===== src/rtl/spi_tmr_pkg.sv =====
package spi_tmr_pkg;
  typedef enum logic [1:0] {
    ST_IDLE  = 2'd0,
    ST_START = 2'd1,
    ST_DATA  = 2'd2,
    ST_STOP  = 2'd3
  } xfer_st_e;
endpackage


===== src/rtl/spi_bit_view.sv =====
module spi_bit_view #(
  parameter int unsigned W = 8
) (
  input  logic [W-1:0] d_i,
  input  logic         rev_i,
  output logic [W-1:0] q_o
);
  logic [W-1:0] flip;

  for (genvar i = 0; i < W; i++) begin : g_flip
    assign flip[i] = d_i[W-1-i];
  end

  assign q_o = rev_i ? flip : d_i;
endmodule


===== src/rtl/spi_half_timer.sv =====
// Dual-half counter: low half times SCK half-periods, high half counts edges.
module spi_half_timer #(
  parameter int unsigned CNT_W = 8
) (
  input  logic             clk_i,
  input  logic             rst_ni,
  input  logic             run_i,
  input  logic             reload_i,
  input  logic [CNT_W-1:0] cmp_i,
  input  logic             edge_clr_i,
  input  logic             edge_inc_i,
  output logic             tick_o,
  output logic [CNT_W-1:0] edge_cnt_o
);
  logic [CNT_W-1:0] hp_q;
  logic [CNT_W-1:0] edge_q;

  assign tick_o     = run_i && (hp_q == '0);
  assign edge_cnt_o = edge_q;

  always_ff @(posedge clk_i or negedge rst_ni) begin
    if (!rst_ni) begin
      hp_q <= '0;
    end else if (reload_i) begin
      hp_q <= cmp_i;
    end else if (run_i) begin
      hp_q <= (hp_q == '0) ? cmp_i : hp_q - 1'b1;
    end
  end

  always_ff @(posedge clk_i or negedge rst_ni) begin
    if (!rst_ni) begin
      edge_q <= '0;
    end else if (edge_clr_i) begin
      edge_q <= '0;
    end else if (tick_o && edge_inc_i) begin
      edge_q <= edge_q + 1'b1;
    end
  end
endmodule


===== src/rtl/spi_data_bufs.sv =====
module spi_data_bufs #(
  parameter int unsigned W = 8
) (
  input  logic         clk_i,
  input  logic         rst_ni,
  input  logic         wr_en_i,
  input  logic         wr_rev_i,
  input  logic [W-1:0] wr_data_i,
  input  logic         take_i,
  input  logic         rd_en_i,
  input  logic         rd_rev_i,
  input  logic         land_i,
  input  logic [W-1:0] land_data_i,
  output logic [W-1:0] rd_data_o,
  output logic [W-1:0] tx_word_o,
  output logic         tx_full_o,
  output logic         rx_full_o,
  output logic         ovr_o
);
  logic [W-1:0] wr_view;
  logic [W-1:0] tx_q;
  logic [W-1:0] rx_q;
  logic         tx_full_q;
  logic         rx_full_q;
  logic         ovr_q;

  spi_bit_view #(.W(W)) u_wr_view (.d_i(wr_data_i), .rev_i(wr_rev_i), .q_o(wr_view));
  spi_bit_view #(.W(W)) u_rd_view (.d_i(rx_q),      .rev_i(rd_rev_i), .q_o(rd_data_o));

  // a write in the take cycle wins: the old word leaves, the new one stays
  always_ff @(posedge clk_i or negedge rst_ni) begin
    if (!rst_ni) begin
      tx_q      <= '0;
      tx_full_q <= 1'b0;
    end else if (wr_en_i) begin
      tx_q      <= wr_view;
      tx_full_q <= 1'b1;
    end else if (take_i) begin
      tx_full_q <= 1'b0;
    end
  end

  // an arriving word wins over a read in the same cycle
  always_ff @(posedge clk_i or negedge rst_ni) begin
    if (!rst_ni) begin
      rx_q      <= '0;
      rx_full_q <= 1'b0;
      ovr_q     <= 1'b0;
    end else if (land_i) begin
      rx_q      <= land_data_i;
      rx_full_q <= 1'b1;
      if (rx_full_q && !rd_en_i) ovr_q <= 1'b1;
    end else if (rd_en_i) begin
      rx_full_q <= 1'b0;
    end
  end

  assign tx_word_o = tx_q;
  assign tx_full_o = tx_full_q;
  assign rx_full_o = rx_full_q;
  assign ovr_o     = ovr_q;
endmodule


===== src/rtl/spi_xfer_fsm.sv =====
module spi_xfer_fsm
  import spi_tmr_pkg::*;
#(
  parameter int unsigned W     = 8,
  parameter int unsigned CNT_W = 8
) (
  input  logic             clk_i,
  input  logic             rst_ni,
  input  logic             tx_full_i,
  input  logic [W-1:0]     tx_word_i,
  input  logic             miso_i,
  input  logic             tick_i,
  input  logic [CNT_W-1:0] edge_cnt_i,
  output logic             take_o,
  output logic             run_o,
  output logic             edge_inc_o,
  output logic             sck_o,
  output logic             mosi_o,
  output logic             ss_act_o,
  output logic             land_o,
  output logic [W-1:0]     land_data_o
);
  localparam logic [CNT_W-1:0] LAST_EDGE = CNT_W'(2 * W - 1);

  xfer_st_e     st_q;
  logic [W-1:0] tx_sh_q;
  logic [W-1:0] rx_sh_q;
  logic         sck_q;
  logic         mosi_q;
  logic         ss_q;
  logic         last_trail;

  assign last_trail  = (st_q == ST_DATA) && tick_i && sck_q && (edge_cnt_i == LAST_EDGE);
  assign take_o      = tx_full_i && ((st_q == ST_IDLE) || ((st_q == ST_STOP) && tick_i));
  assign run_o       = (st_q != ST_IDLE);
  assign edge_inc_o  = (st_q == ST_START) || (st_q == ST_DATA);
  assign land_o      = last_trail;
  assign land_data_o = {miso_i, rx_sh_q[W-1:1]};

  always_ff @(posedge clk_i or negedge rst_ni) begin
    if (!rst_ni) begin
      st_q    <= ST_IDLE;
      tx_sh_q <= '0;
      rx_sh_q <= '0;
      sck_q   <= 1'b0;
      mosi_q  <= 1'b0;
      ss_q    <= 1'b0;
    end else begin
      unique case (st_q)
        ST_IDLE: begin
          if (tx_full_i) begin
            tx_sh_q <= tx_word_i;
            ss_q    <= 1'b1;
            st_q    <= ST_START;
          end
        end
        ST_START: begin
          if (tick_i) begin
            sck_q   <= 1'b1;
            mosi_q  <= tx_sh_q[0];
            tx_sh_q <= {1'b0, tx_sh_q[W-1:1]};
            st_q    <= ST_DATA;
          end
        end
        ST_DATA: begin
          if (tick_i) begin
            if (sck_q) begin
              // trailing edge: sample
              sck_q   <= 1'b0;
              rx_sh_q <= {miso_i, rx_sh_q[W-1:1]};
              if (edge_cnt_i == LAST_EDGE) st_q <= ST_STOP;
            end else begin
              // leading edge: launch
              sck_q   <= 1'b1;
              mosi_q  <= tx_sh_q[0];
              tx_sh_q <= {1'b0, tx_sh_q[W-1:1]};
            end
          end
        end
        ST_STOP: begin
          if (tick_i) begin
            if (tx_full_i) begin
              tx_sh_q <= tx_word_i;
              st_q    <= ST_START;
            end else begin
              ss_q <= 1'b0;
              st_q <= ST_IDLE;
            end
          end
        end
        default: st_q <= ST_IDLE;
      endcase
    end
  end

  assign sck_o    = sck_q;
  assign mosi_o   = mosi_q;
  assign ss_act_o = ss_q;
endmodule


===== src/rtl/spi_tmr_master.sv =====
module spi_tmr_master #(
  parameter int unsigned DATA_W = 8,
  parameter int unsigned CNT_W  = 8
) (
  input  logic              clk_i,
  input  logic              rst_ni,
  input  logic [CNT_W-1:0]  cfg_half_i,
  input  logic              cfg_sck_inv_i,
  input  logic              wr_en_i,
  input  logic              wr_rev_i,
  input  logic [DATA_W-1:0] wr_data_i,
  input  logic              rd_en_i,
  input  logic              rd_rev_i,
  output logic [DATA_W-1:0] rd_data_o,
  output logic              tx_req_o,
  output logic              rx_req_o,
  output logic              ovr_err_o,
  output logic              sck_o,
  output logic              mosi_o,
  output logic              ss_no,
  input  logic              miso_i
);
  logic              take;
  logic              run;
  logic              edge_inc;
  logic              tick;
  logic [CNT_W-1:0]  edge_cnt;
  logic              sck_raw;
  logic              ss_act;
  logic              land;
  logic [DATA_W-1:0] land_data;
  logic [DATA_W-1:0] tx_word;
  logic              tx_full;
  logic              rx_full;

  spi_half_timer #(.CNT_W(CNT_W)) u_timer (
    .clk_i      (clk_i),
    .rst_ni     (rst_ni),
    .run_i      (run),
    .reload_i   (take),
    .cmp_i      (cfg_half_i),
    .edge_clr_i (take),
    .edge_inc_i (edge_inc),
    .tick_o     (tick),
    .edge_cnt_o (edge_cnt)
  );

  spi_xfer_fsm #(.W(DATA_W), .CNT_W(CNT_W)) u_fsm (
    .clk_i       (clk_i),
    .rst_ni      (rst_ni),
    .tx_full_i   (tx_full),
    .tx_word_i   (tx_word),
    .miso_i      (miso_i),
    .tick_i      (tick),
    .edge_cnt_i  (edge_cnt),
    .take_o      (take),
    .run_o       (run),
    .edge_inc_o  (edge_inc),
    .sck_o       (sck_raw),
    .mosi_o      (mosi_o),
    .ss_act_o    (ss_act),
    .land_o      (land),
    .land_data_o (land_data)
  );

  spi_data_bufs #(.W(DATA_W)) u_bufs (
    .clk_i       (clk_i),
    .rst_ni      (rst_ni),
    .wr_en_i     (wr_en_i),
    .wr_rev_i    (wr_rev_i),
    .wr_data_i   (wr_data_i),
    .take_i      (take),
    .rd_en_i     (rd_en_i),
    .rd_rev_i    (rd_rev_i),
    .land_i      (land),
    .land_data_i (land_data),
    .rd_data_o   (rd_data_o),
    .tx_word_o   (tx_word),
    .tx_full_o   (tx_full),
    .rx_full_o   (rx_full),
    .ovr_o       (ovr_err_o)
  );

  assign sck_o    = sck_raw ^ cfg_sck_inv_i;
  assign ss_no    = ~ss_act;
  assign tx_req_o = ~tx_full;
  assign rx_req_o = rx_full;
endmodule


===== config.mk =====
export PLATFORM = sky130hd
export DESIGN_NAME = spi_tmr_master
export DESIGN_NICKNAME = d
export VERILOG_FILES = /design/src/rtl/spi_tmr_pkg.sv /design/src/rtl/spi_bit_view.sv /design/src/rtl/spi_half_timer.sv /design/src/rtl/spi_data_bufs.sv /design/src/rtl/spi_xfer_fsm.sv /design/src/rtl/spi_tmr_master.sv
export SDC_FILE = /design/constraint.sdc
export NUM_CORES = 1
export LEC_CHECK = 0
export BUFFER_PORTS_ARGS = -buffer_cell sky130_fd_sc_hd__buf_2
export CORE_MARGIN = 5
export CORE_UTILIZATION = 58
export CTS_CLUSTER_SIZE = 10
export DETAILED_ROUTE_END_ITERATION = 8
export PLACE_DENSITY = 0.78
export SLEW_MARGIN = 20
export SYNTH_ARGS = -nofsm -noshare
export SYNTH_HDL_FRONTEND = slang
export SYNTH_SLANG_ARGS = --single-unit

===== constraint.sdc =====
create_clock -name clk_i -period 2.7 [get_ports clk_i]
set_input_delay 0.135 -clock clk_i [delete_from_list [all_inputs] [get_ports clk_i]]
set_output_delay 0.135 -clock clk_i [all_outputs]
set_load 0.1 [all_outputs]

**Word-level counts from Yosys, hierarchy flattened**

Index checks and enable logic that the tools add are counted.

- $add $sub $neg: 2
- Multiply operators: 0
- Div/mod/pow operators: 0
- Magnitude comparators: 0
- Equality and inequality tests: 12
- Shift operators: 0
- Muxes and demuxes: 37
- Bitwise operators: 3
- Reduce and logical (&&, ||, !) cells: 27

Operators with widths:

| operator | number |
|---|---|
| $mux 8 | 12 |
| $pmux 8 s4 | 1 |
| $mux 1 | 14 |
| $reduce_bool 2->1 | 7 |
| $mux 2 | 6 |
| $reduce_and 4->1 | 3 |
| $ne 2x1->1 const B | 5 |
| $add 8x1->8 const B | 1 |
| $eq 8x4->1 const B | 1 |
| $logic_and 1x1->1 | 8 |
| $logic_not 8->1 | 1 |
| $pmux 2 s4 | 1 |
| $sub 8x1->8 const B | 1 |
| $ne 2x2->1 const B | 3 |
| $pmux 1 s2 | 3 |
| $reduce_and 3->1 | 2 |
| $reduce_and 6->1 | 1 |
| $eq 2x2->1 const B | 2 |
| $eq 2x1->1 const B | 1 |
| $logic_not 2->1 | 1 |
| $logic_or 1x1->1 | 2 |
| $not 1->1 | 2 |
| $reduce_and 2->1 | 1 |
| $logic_not 1->1 | 1 |
| $xor 1x1->1 | 1 |

- Flip-flop bits (word level): 56
- Latch bits: 0
- Memory bits (writable): 0
- Memory bits (read-only): 0
- Input bits: 24
- Output and inout port bits: 14
- Word-level logic and storage cells: 94
- Memories: 0

**Depth between registers and ports, before layout**

Gate-level depths: netlist (run 1).

- Word-level depth: 7
- Gate-level depth with buffers: 8
- Depth with buffers taken out: 6

**Cells and area by module**

From an unflattened synthesis (run 1), not the netlist that was laid out.

- Cells, all modules: 258
- Area total of the unflattened synthesis: 3116.7 sq um

Modules (own cells, without submodules):

| module | times used | cells an instance | area an instance (sq um) | seq. area each (sq um) |
|---|---|---|---|---|
| spi_xfer_fsm | 1 | 85 | 1048.5 | 500.5 |
| spi_half_timer | 1 | 110 | 1018.5 | 400.4 |
| spi_data_bufs | 1 | 42 | 770.7 | 475.5 |
| spi_bit_view | 2 | 9 | 131.4 | 0.0 |
| spi_tmr_master | 1 | 3 | 16.3 | 0.0 |

**Least setup slack after synthesis (run 1)**

Ideal clock, no wire load.

- Path kind: reg-to-reg
- Start: register u_timer.hp_q[0]
- End: register u_bufs.rx_q[0]
- Library setup time: 0.125 ns
- Data arrival time: 2.332 ns
- Required time: 2.575 ns
- Slack: 0.243 ns
- Stages on the path, launching flop included: 9
- Path buffers: 2
- Period minus slack after synthesis: 2.457 ns
- Path through: dfrtp_1 inv_1 ha_1 or3b_2 clkbuf_1 nor4_4 and3_1 buf_6 mux2_4

- Cells in the longest elaborated chain, start to end: 5

Ends and longest elaborated chain:

| item | RTL line | RTL |
|---|---|---|
| from (decl) | spi_half_timer.sv:15 | `logic [CNT_W-1:0] hp_q;` |
| from (signal assigned) | spi_half_timer.sv:25 | `hp_q <= cmp_i;` |
| from (signal assigned) | spi_half_timer.sv:27 | `hp_q <= (hp_q == '0) ? cmp_i : hp_q - 1'b1;` |
| $logic_not 8->1 | spi_half_timer.sv:18 | `assign tick_o = run_i && (hp_q == '0);` |
| $logic_and 1x1->1 | spi_half_timer.sv:18 |  |
| $logic_and 1x1->1 (3 in a row) | spi_xfer_fsm.sv:33 | `assign last_trail = (st_q == ST_DATA) && tick_i && sck_q && (edge_cnt_i == LAST_EDGE);` |
| to (signal assigned) | spi_data_bufs.sv:50 | `rx_q <= land_data_i;` |
| to (decl) | spi_data_bufs.sv:22 | `logic [W-1:0] rx_q;` |

No other way between the ends.
A chain may end at the register's enable or synchronous reset.

**Worst setup path in the final report (run 1)**

- Start: register u_timer.hp_q[0]
- End: register u_fsm.tx_sh_q[7]

- Cells in the longest elaborated chain, start to end: 4
- Elaborated cells between the ends (all ways): 6
- Those cells by class: eq/ne (3); reduce/logical (3)

Ends and longest elaborated chain:

| item | RTL line | RTL |
|---|---|---|
| $logic_not 8->1 * | spi_half_timer.sv:18 |  |
| $logic_and 1x1->1 * | spi_half_timer.sv:18 |  |
| $ne 2x1->1 (no line) | - |  |
| $reduce_and 4->1 (no line) * | - |  |
| to (signal assigned) | spi_xfer_fsm.sv:52 | `tx_sh_q <= tx_word_i;` |
| to (signal assigned) | spi_xfer_fsm.sv:61 | `tx_sh_q <= {1'b0, tx_sh_q[W-1:1]};` |
| to (signal assigned) | spi_xfer_fsm.sv:76 | `tx_sh_q <= {1'b0, tx_sh_q[W-1:1]};` |
| to (decl) | spi_xfer_fsm.sv:26 | `logic [W-1:0] tx_sh_q;` |

Every way passes the cells marked *; elsewhere a longest branch is shown, timed or not.

==> flow_results.xml, run 1 <==
<?xml version="1.0" encoding="UTF-8"?>
<metrics>
  <group name="status">
    <metric name="run_status" unit="">finished, final reports clean</metric>
  </group>
  <group name="setup_path">
    <metric name="critical_path.max_fanout" unit="">9</metric>
    <metric name="timing_worst_setup_path_type" unit="">reg -&gt; reg</metric>
    <metric name="endpoint_kind" unit="">flip-flop</metric>
    <metric name="worst_path_dominant_cell_family" unit="">simple AND/OR/NAND/NOR gates</metric>
    <metric name="arrival" unit="ns">2.62</metric>
    <metric name="cp_cell_sequence" unit="">inv_1 -&gt; ha_1 -&gt; or3b_2 -&gt; nor3_1 -&gt; o221ai_1 -&gt; mux2_2</metric>
    <metric name="cp.buffers_inverters" unit="">1</metric>
    <metric name="crit_path_top_delay_cell" unit="">sky130_fd_sc_hd__or3b_2</metric>
    <metric name="critPathMaxStageDelay" unit="ns">0.57</metric>
    <metric name="required" unit="ns">2.90</metric>
    <metric name="startpoint_type" unit="">flip-flop</metric>
  </group>
  <group name="sta">
    <metric name="layout_worst_path_cycle_share" unit="">0.898</metric>
    <metric name="tightest_slew" unit="ns">0.833</metric>
    <metric name="min_period" unit="ns">2.42</metric>
    <metric name="finalMaxSlewViolations" unit="">0</metric>
    <metric name="worst_slack" unit="ns">0.276</metric>
    <metric name="setup_viol_count_final" unit="">0</metric>
    <metric name="tns" unit="ns">0</metric>
    <metric name="report.final.hold_viol_count" unit="">0</metric>
    <metric name="relSlewSlack" unit="">0.445</metric>
    <metric name="grt_setup_unrepaired" unit="">no</metric>
    <metric name="max_freq" unit="MHz">413</metric>
    <metric name="skew" unit="ns">0.00500</metric>
  </group>
  <group name="global_route">
    <metric name="grt_max_degree" unit="">25</metric>
    <metric name="antenna_violations_before_repair" unit="">0</metric>
    <metric name="grt_first_pass_wirelength" unit="um">9630</metric>
    <metric name="first_global_vias" unit="">2121</metric>
    <metric name="global_route_usage_over_all_layers" unit="">0.186</metric>
    <metric name="grt-ovfl-total" unit="">0</metric>
  </group>
  <group name="clock_tree">
    <metric name="root_buffer" unit="">sky130_fd_sc_hd__clkbuf_8</metric>
    <metric name="cts_tree" unit="">yes</metric>
    <metric name="cts_sinks" unit="">55</metric>
    <metric name="insertion_delay" unit="ns">0.31</metric>
    <metric name="cts_repair_resize_count" unit="">0</metric>
    <metric name="num_cts_buffers" unit="">5</metric>
    <metric name="ctsHtreeMaxLevel" unit="">2</metric>
    <metric name="clock_path_buffers" unit="">2</metric>
    <metric name="clk_pin_slew_worst_paths" unit="ns">0.10</metric>
  </group>
  <group name="floorplanning">
    <metric name="die_x" unit="um">81.3</metric>
    <metric name="die_area" unit="um^2">6610</metric>
    <metric name="chipHeight" unit="um">81.3</metric>
    <metric name="num_rows" unit="">26</metric>
    <metric name="fp.coreArea" unit="um^2">5010</metric>
    <metric name="initial_cell_density_of_the_core" unit="">0.588</metric>
    <metric name="num_io_pins" unit="">38</metric>
  </group>
  <group name="pwr">
    <metric name="netSwitchingFraction" unit="">0.403</metric>
    <metric name="power.total" unit="mW">3.04</metric>
    <metric name="p_comb_frac" unit="">0.458</metric>
    <metric name="internal-power" unit="mW">1.82</metric>
    <metric name="p_leak" unit="nW">1.54</metric>
    <metric name="power_frac_seq" unit="">0.386</metric>
    <metric name="vdd_drop_max" unit="mV">0.662</metric>
    <metric name="power.density_cell_area" unit="nW/um^2">915</metric>
    <metric name="p_switching" unit="mW">1.23</metric>
    <metric name="clock_power_share" unit="">0.156</metric>
  </group>
  <group name="route">
    <metric name="drt_first_pass_iters" unit="">4</metric>
    <metric name="avgRoutedWirePerCell" unit="um">14.5</metric>
    <metric name="first_iter_violations" unit="">57</metric>
    <metric name="drt-vias-per-instance" unit="">5.61</metric>
    <metric name="drcViolationCount" unit="">0</metric>
    <metric name="count_of_vias_placed_by_the_detailed_router" unit="">2138</metric>
    <metric name="antenna_violating_nets_post_route" unit="">0</metric>
    <metric name="totalWireLength" unit="um">5540</metric>
  </group>
  <group name="placement">
    <metric name="gpl.final_weighted_congestion" unit="">0.879</metric>
    <metric name="post_detailed_placement_half_perimeter_wirelength" unit="um">4050</metric>
    <metric name="buffer_ports.inserted" unit="">37</metric>
    <metric name="place_ws" unit="ns">0.316</metric>
  </group>
  <group name="cells_and_area">
    <metric name="drive_above_1_share" unit="">0.344</metric>
    <metric name="final_cell_mix" unit="">sky130_fd_sc_hd__dfrtp_1 (55), sky130_fd_sc_hd__buf_2 (37), sky130_fd_sc_hd__mux2_2 (32), sky130_fd_sc_hd__a21oi_1 (26), sky130_fd_sc_hd__nor2_1 (17)</metric>
    <metric name="most_frequent_standard_cell_in_the_layout_excluding_fill_and_tap_cells" unit="">sky130_fd_sc_hd__dfrtp_1</metric>
    <metric name="area_growth_syn_to_layout" unit="%">13.0</metric>
    <metric name="final_net_count" unit="">341</metric>
    <metric name="insertedDiodeCount" unit="">0</metric>
  </group>
  <group name="synth">
    <metric name="synthesis.area" unit="um^2">2950</metric>
    <metric name="yosys_warnings" unit="">0</metric>
    <metric name="ys_seq_area_frac" unit="">0.467</metric>
    <metric name="synth.ff_latch_count" unit="">55</metric>
    <metric name="netlist.area_leader.share" unit="">0.467</metric>
    <metric name="netlist-cell-type-count" unit="">40</metric>
    <metric name="synthesis.instances" unit="">270</metric>
    <metric name="synthesis.nets" unit="">301</metric>
    <metric name="synth.top_cells.by_area" unit="">sky130_fd_sc_hd__dfrtp_1 (47%), sky130_fd_sc_hd__mux2_2 (12%), sky130_fd_sc_hd__a21oi_1 (4.4%)</metric>
    <metric name="syn-mean-instance-area" unit="um^2">10.9</metric>
    <metric name="yosysTopAreaCell" unit="">sky130_fd_sc_hd__dfrtp_1</metric>
  </group>
  <group name="hold_path">
    <metric name="hold_path_class" unit="">in -&gt; reg</metric>
  </group>
  <group name="flow_run">
    <metric name="max_cap_viols" unit="">0</metric>
  </group>
</metrics>
-- flip-flops by register name, indices dropped and copies added, names as in the netlist, 2 cells and up --
signal,cells
u_bufs.rx_q,8
u_bufs.tx_word_o,8
u_fsm.rx_sh_q,7
u_fsm.st_q,2
u_fsm.tx_sh_q,8
u_timer.edge_cnt_o,8
u_timer.hp_q,8
-- per-layer routing --
| metal | vias up | wire, um | global-route usage |
|---|---|---|---|
| met2 | 49 | 2620 | 0.306 |
| met5 | - | 0 | 0 |
| met3 | 5 | 252 | 0.0310 |
| met1 | 1013 | 2610 | 0.253 |
| met4 | 0 | 59 | 0.0524 |
| li1 | 1071 | - | - |
-- power groups by stage --
stage | registers, mW | clock network, mW | logic (mW)
floorplan | 1.19 | 0 | 1.08
global placement | 1.18 | 0 | 1.37
detailed placement | 1.18 | 0 | 1.38
CTS | 1.17 | 0.484 | 1.39
global route | 1.20 | 0.523 | 1.52
finish | 1.17 | 0.476 | 1.39
-- through the flow --
stage / hold WS (ns) / instances / utilization / cell area (um^2)
after floorplan: -0.161 / 270 / - / 2950
after global placement: 0.140 / 372 / 0.643 / 3220
after detailed placement: 0.145 / 372 / 0.643 / 3220
after CTS: 0.0708 / 381 / 0.664 / 3330
after global routing: 0.0734 / 381 / 0.664 / 3330
final: 0.0740 / 381 / 0.664 / 3330
-- area by class of cell --
class / instances / area [um^2]
flip-flops and latches: 55 / 1380
clock buffers: 6 / 82.6
well taps: 70 / 87.6
inverters: 10 / 37.5
repair buffers: 47 / 263
multi-input cells: 191 / 1470
fillers: 420 / 1680
clock inverters: 2 / 16.3
-- path summary, 6_finish.rpt --
path                                       from               end  slack, ns  cells past startpoint
worst max register to register  u_timer.hp_q[0]  u_fsm.tx_sh_q[7]       0.28                      6
worst max-delay path            u_timer.hp_q[0]  u_fsm.tx_sh_q[7]       0.28                      6
worst min-delay path                     miso_i    u_bufs.rx_q[7]       0.07                      2
min in group asynchronous                rst_ni    u_fsm.ss_act_o       0.34                      2
worst min register to register     u_bufs.ovr_o      u_bufs.ovr_o       0.50                      1
max in group asynchronous                rst_ni    u_bufs.rx_q[4]       1.73                      3
-- Yosys cell counts --
library cell               instances
sky130_fd_sc_hd__a211oi_1          4
sky130_fd_sc_hd__a21o_2            1
sky130_fd_sc_hd__a21oi_1          26
sky130_fd_sc_hd__a221oi_1          2
sky130_fd_sc_hd__a22o_1            1
sky130_fd_sc_hd__a22oi_1           2
sky130_fd_sc_hd__a311oi_1          1
sky130_fd_sc_hd__a31o_2            2
sky130_fd_sc_hd__a31oi_1           3
sky130_fd_sc_hd__and3_1            3
sky130_fd_sc_hd__and4_1            3
sky130_fd_sc_hd__buf_6             2
sky130_fd_sc_hd__clkbuf_1         12
sky130_fd_sc_hd__dfrtp_1          55
sky130_fd_sc_hd__ha_1              7
sky130_fd_sc_hd__inv_1            10
sky130_fd_sc_hd__mux2_2           32
sky130_fd_sc_hd__mux2_4            8
sky130_fd_sc_hd__mux2i_1          10
sky130_fd_sc_hd__nand2_1          13
sky130_fd_sc_hd__nand3_1           8
sky130_fd_sc_hd__nand4_1           3
sky130_fd_sc_hd__nor2_1           17
sky130_fd_sc_hd__nor2b_1           2
sky130_fd_sc_hd__nor3_1            7
sky130_fd_sc_hd__nor3b_1           1
sky130_fd_sc_hd__nor4_1            2
sky130_fd_sc_hd__nor4_4            1
sky130_fd_sc_hd__nor4b_1           1
sky130_fd_sc_hd__o21ai_0          10
sky130_fd_sc_hd__o21bai_1          1
sky130_fd_sc_hd__o221a_2           5
sky130_fd_sc_hd__o221ai_1          1
sky130_fd_sc_hd__o31ai_1           2
sky130_fd_sc_hd__or2_2             2
sky130_fd_sc_hd__or3_1             5
sky130_fd_sc_hd__or3b_2            1
sky130_fd_sc_hd__or4_4             1
sky130_fd_sc_hd__xnor2_1           1
sky130_fd_sc_hd__xor2_1            2
-- cell families after synthesis --
| logic type | Yosys count | synth area share |
|---|---|---|
| xor gates and xnor gates | 3 | 0.00892 |
| AOI/OAI and AO/OA | 61 | 0.133 |
| muxes | 50 | 0.197 |
| DFF | 55 | 0.467 |
| and+or+nand+nor | 70 | 0.128 |
| adders and majority gates | 7 | 0.0297 |
| buffers and inverters | 24 | 0.0357 |
-- timing repair --
action	in CTS	in global routing
hold buffers	1	0
setup buffers	0	0
endpoints found under the hold margin	22	0
Note: power is estimated with default switching activity, not from simulation.
==> run 2: changes to the inputs <==
Settings changed: CORE_ASPECT_RATIO from default to 0.8.
==> flow_results.xml, run 2 (synthesized netlist as in run 1, its figures left out) <==
<?xml version="1.0" encoding="UTF-8"?>
<metrics>
  <group name="cells_and_area">
    <metric name="insertedDiodeCount" unit="">0</metric>
    <metric name="final_cell_mix" unit="">sky130_fd_sc_hd__dfrtp_1 (55), sky130_fd_sc_hd__buf_2 (37), sky130_fd_sc_hd__mux2_2 (32), sky130_fd_sc_hd__a21oi_1 (26), sky130_fd_sc_hd__nor2_1 (17)</metric>
    <metric name="stdcell_area" unit="um^2">3330</metric>
    <metric name="final_net_count" unit="">341</metric>
    <metric name="most_frequent_standard_cell_in_the_layout_excluding_fill_and_tap_cells" unit="">sky130_fd_sc_hd__dfrtp_1</metric>
    <metric name="area_growth_syn_to_layout" unit="%">13.0</metric>
    <metric name="stdcell_count" unit="">373</metric>
    <metric name="nFillCells" unit="">385</metric>
    <metric name="drive_above_1_share" unit="">0.347</metric>
  </group>
  <group name="setup_path">
    <metric name="cp_cell_sequence" unit="">inv_1 -&gt; ha_1 -&gt; or3b_2 -&gt; nor4_4 -&gt; and3_1 -&gt; buf_4 -&gt; mux2_4</metric>
    <metric name="critical_path.max_fanout" unit="">10</metric>
    <metric name="reg2regPathDepth" unit="">7</metric>
    <metric name="endpoint_kind" unit="">flip-flop</metric>
    <metric name="arrival" unit="ns">2.62</metric>
    <metric name="required" unit="ns">2.90</metric>
    <metric name="cp.buffers_inverters" unit="">2</metric>
    <metric name="timing_worst_setup_path_type" unit="">reg -&gt; reg</metric>
    <metric name="timing.reg2reg.setup_slack" unit="ns">0.28</metric>
    <metric name="startpoint_type" unit="">flip-flop</metric>
    <metric name="crit_path_top_delay_cell" unit="">sky130_fd_sc_hd__or3b_2</metric>
    <metric name="capture_instance_of_the_worst_register_to_register_path" unit="">u_bufs.rx_q[5]</metric>
    <metric name="worst_path_dominant_cell_family" unit="">simple AND/OR/NAND/NOR gates</metric>
    <metric name="critPathMaxStageDelay" unit="ns">0.58</metric>
    <metric name="beginning_of_the_worst_register_to_register_path" unit="">u_timer.hp_q[0]</metric>
  </group>
  <group name="clock_tree">
    <metric name="insertion_delay" unit="ns">0.31</metric>
    <metric name="cts_tree" unit="">yes</metric>
    <metric name="cts_sinks" unit="">55</metric>
    <metric name="num_cts_buffers" unit="">5</metric>
    <metric name="clock_path_buffers" unit="">2</metric>
    <metric name="root_buffer" unit="">sky130_fd_sc_hd__clkbuf_8</metric>
    <metric name="ctsHtreeMaxLevel" unit="">2</metric>
    <metric name="cts_post_setup_buffers_inserted" unit="">0</metric>
    <metric name="clk_pin_slew_worst_paths" unit="ns">0.10</metric>
  </group>
  <group name="pwr">
    <metric name="clock_power_share" unit="">0.160</metric>
    <metric name="power.density_cell_area" unit="nW/um^2">932</metric>
    <metric name="p_leak" unit="nW">1.55</metric>
    <metric name="p_switching" unit="mW">1.27</metric>
    <metric name="netSwitchingFraction" unit="">0.408</metric>
    <metric name="vdd_drop_max" unit="mV">0.565</metric>
    <metric name="internal-power" unit="mW">1.84</metric>
    <metric name="power_frac_seq" unit="">0.382</metric>
    <metric name="p_comb_frac" unit="">0.458</metric>
  </group>
  <group name="sta">
    <metric name="smallest_hold_slack" unit="ns">0.0707</metric>
    <metric name="skew" unit="ns">0.00642</metric>
    <metric name="tightest_slew" unit="ns">0.675</metric>
    <metric name="min_period" unit="ns">2.42</metric>
    <metric name="finalMaxSlewViolations" unit="">0</metric>
    <metric name="grt_setup_unrepaired" unit="">no</metric>
    <metric name="tns" unit="ns">0</metric>
    <metric name="layout_worst_path_cycle_share" unit="">0.896</metric>
    <metric name="setup_viol_count_final" unit="">0</metric>
    <metric name="report.final.hold_viol_count" unit="">0</metric>
    <metric name="relSlewSlack" unit="">0.550</metric>
    <metric name="worst_slack" unit="ns">0.280</metric>
    <metric name="max_freq" unit="MHz">413</metric>
  </group>
  <group name="route">
    <metric name="avgRoutedWirePerCell" unit="um">15.7</metric>
    <metric name="first_iter_violations" unit="">125</metric>
    <metric name="drt-vias-per-instance" unit="">5.90</metric>
    <metric name="drcViolationCount" unit="">0</metric>
    <metric name="count_of_vias_placed_by_the_detailed_router" unit="">2200</metric>
    <metric name="drt_first_pass_iters" unit="">4</metric>
    <metric name="antenna_violating_nets_post_route" unit="">0</metric>
    <metric name="totalWireLength" unit="um">5870</metric>
  </group>
  <group name="floorplanning">
    <metric name="fp.coreArea" unit="um^2">4980</metric>
    <metric name="die_x" unit="um">89.7</metric>
    <metric name="die_area" unit="um^2">6610</metric>
    <metric name="num_io_pins" unit="">38</metric>
    <metric name="initial_cell_density_of_the_core" unit="">0.592</metric>
    <metric name="num_rows" unit="">23</metric>
    <metric name="chipHeight" unit="um">73.8</metric>
  </group>
  <group name="hold_path">
    <metric name="min_delay_worst_endpoint" unit="">u_bufs.rx_q[7]</metric>
    <metric name="hold_path_class" unit="">in -&gt; reg</metric>
    <metric name="whs_path_depth" unit="">2</metric>
    <metric name="timing.hold.worst.start" unit="">miso_i</metric>
  </group>
  <group name="placement">
    <metric name="place_inst" unit="">364</metric>
    <metric name="gpl.final_weighted_congestion" unit="">0.927</metric>
    <metric name="placedInstanceArea" unit="um^2">3210</metric>
    <metric name="post_detailed_placement_half_perimeter_wirelength" unit="um">4120</metric>
    <metric name="place_ws" unit="ns">0.221</metric>
    <metric name="buffer_ports.inserted" unit="">37</metric>
  </group>
  <group name="global_route">
    <metric name="global_route_usage_over_all_layers" unit="">0.196</metric>
    <metric name="first_global_vias" unit="">2161</metric>
    <metric name="grt_max_degree" unit="">56</metric>
    <metric name="antenna_violations_before_repair" unit="">0</metric>
    <metric name="grt-ovfl-total" unit="">0</metric>
    <metric name="grt_first_pass_wirelength" unit="um">10100</metric>
  </group>
  <group name="status">
    <metric name="run_status" unit="">finished, final reports clean</metric>
  </group>
  <group name="flow_run">
    <metric name="max_cap_viols" unit="">0</metric>
  </group>
</metrics>
[run 2: changes by cell type in the layout (fill, tap and decap cells not counted)]
cell and delta:
sky130_fd_sc_hd__clkinvlp_4 -1, sky130_fd_sc_hd__inv_8 +1, sky130_fd_sc_hd__o221ai_1 -1, sky130_fd_sc_hd__o221ai_2 +1
[run 2: worst max-delay path by stage]
| stage | start | end | slack, ns | cells past startpoint |
|---|---|---|---|---|
| floorplan | u_timer.hp_q[0] | u_bufs.rx_q[0] | 0.24 | 8 |
| global placement | u_timer.hp_q[0] | u_fsm.tx_sh_q[7] | 0.36 | 6 |
| detailed placement | u_timer.hp_q[0] | u_fsm.tx_sh_q[3] | 0.22 | 6 |
| CTS | u_timer.hp_q[0] | u_fsm.tx_sh_q[3] | 0.19 | 6 |
| global route | u_timer.hp_q[0] | u_fsm.tx_sh_q[4] | 0.18 | 6 |
| finish | u_timer.hp_q[0] | u_bufs.rx_q[5] | 0.28 | 7 |
[run 2: timing repair]
action / in CTS / in global routing
gates resized for setup: 0 / 1
hold buffers: 1 / 0
hold endpoints to repair: 55 / 0
setup endpoints to repair: 0 / 8
[run 2: final cells by class]
class                   count  area [um^2]  share of cell area
flip-flops and latches     55         1380               0.414
repair buffers             47          263              0.0789
multi-input cells         191         1470               0.442
clock buffers               6         82.6              0.0248
inverters                  10         37.5              0.0113
clock inverters             2         20.0             0.00602
well taps                  62         77.6              0.0233
[run 2: layer usage]
metal	GRT usage	wire length (um)
met3	0.0404	320
met2	0.289	2610
met1	0.284	2860
met4	0.0744	79
met5	0	0
[run 2: per-stage QoR]
stage / total power [mW] / utilization
after CTS: 3.11 / 0.667
after floorplan: 2.26 / -
after detailed placement: 2.59 / 0.645
after global placement: 2.54 / 0.645
after global routing: 3.32 / 0.669
final: 3.10 / 0.669
[run 2: power groups by stage]
stage          combinational, mW  sequential, mW  clock [mW]
6_report                    1.42            1.19       0.496
5_1_grt                     1.56            1.21       0.553
4_1_cts                     1.41            1.18       0.518
3_5_place_dp                1.40            1.19           0
3_3_place_gp                1.37            1.18           0
2_1_floorplan               1.08            1.19           0
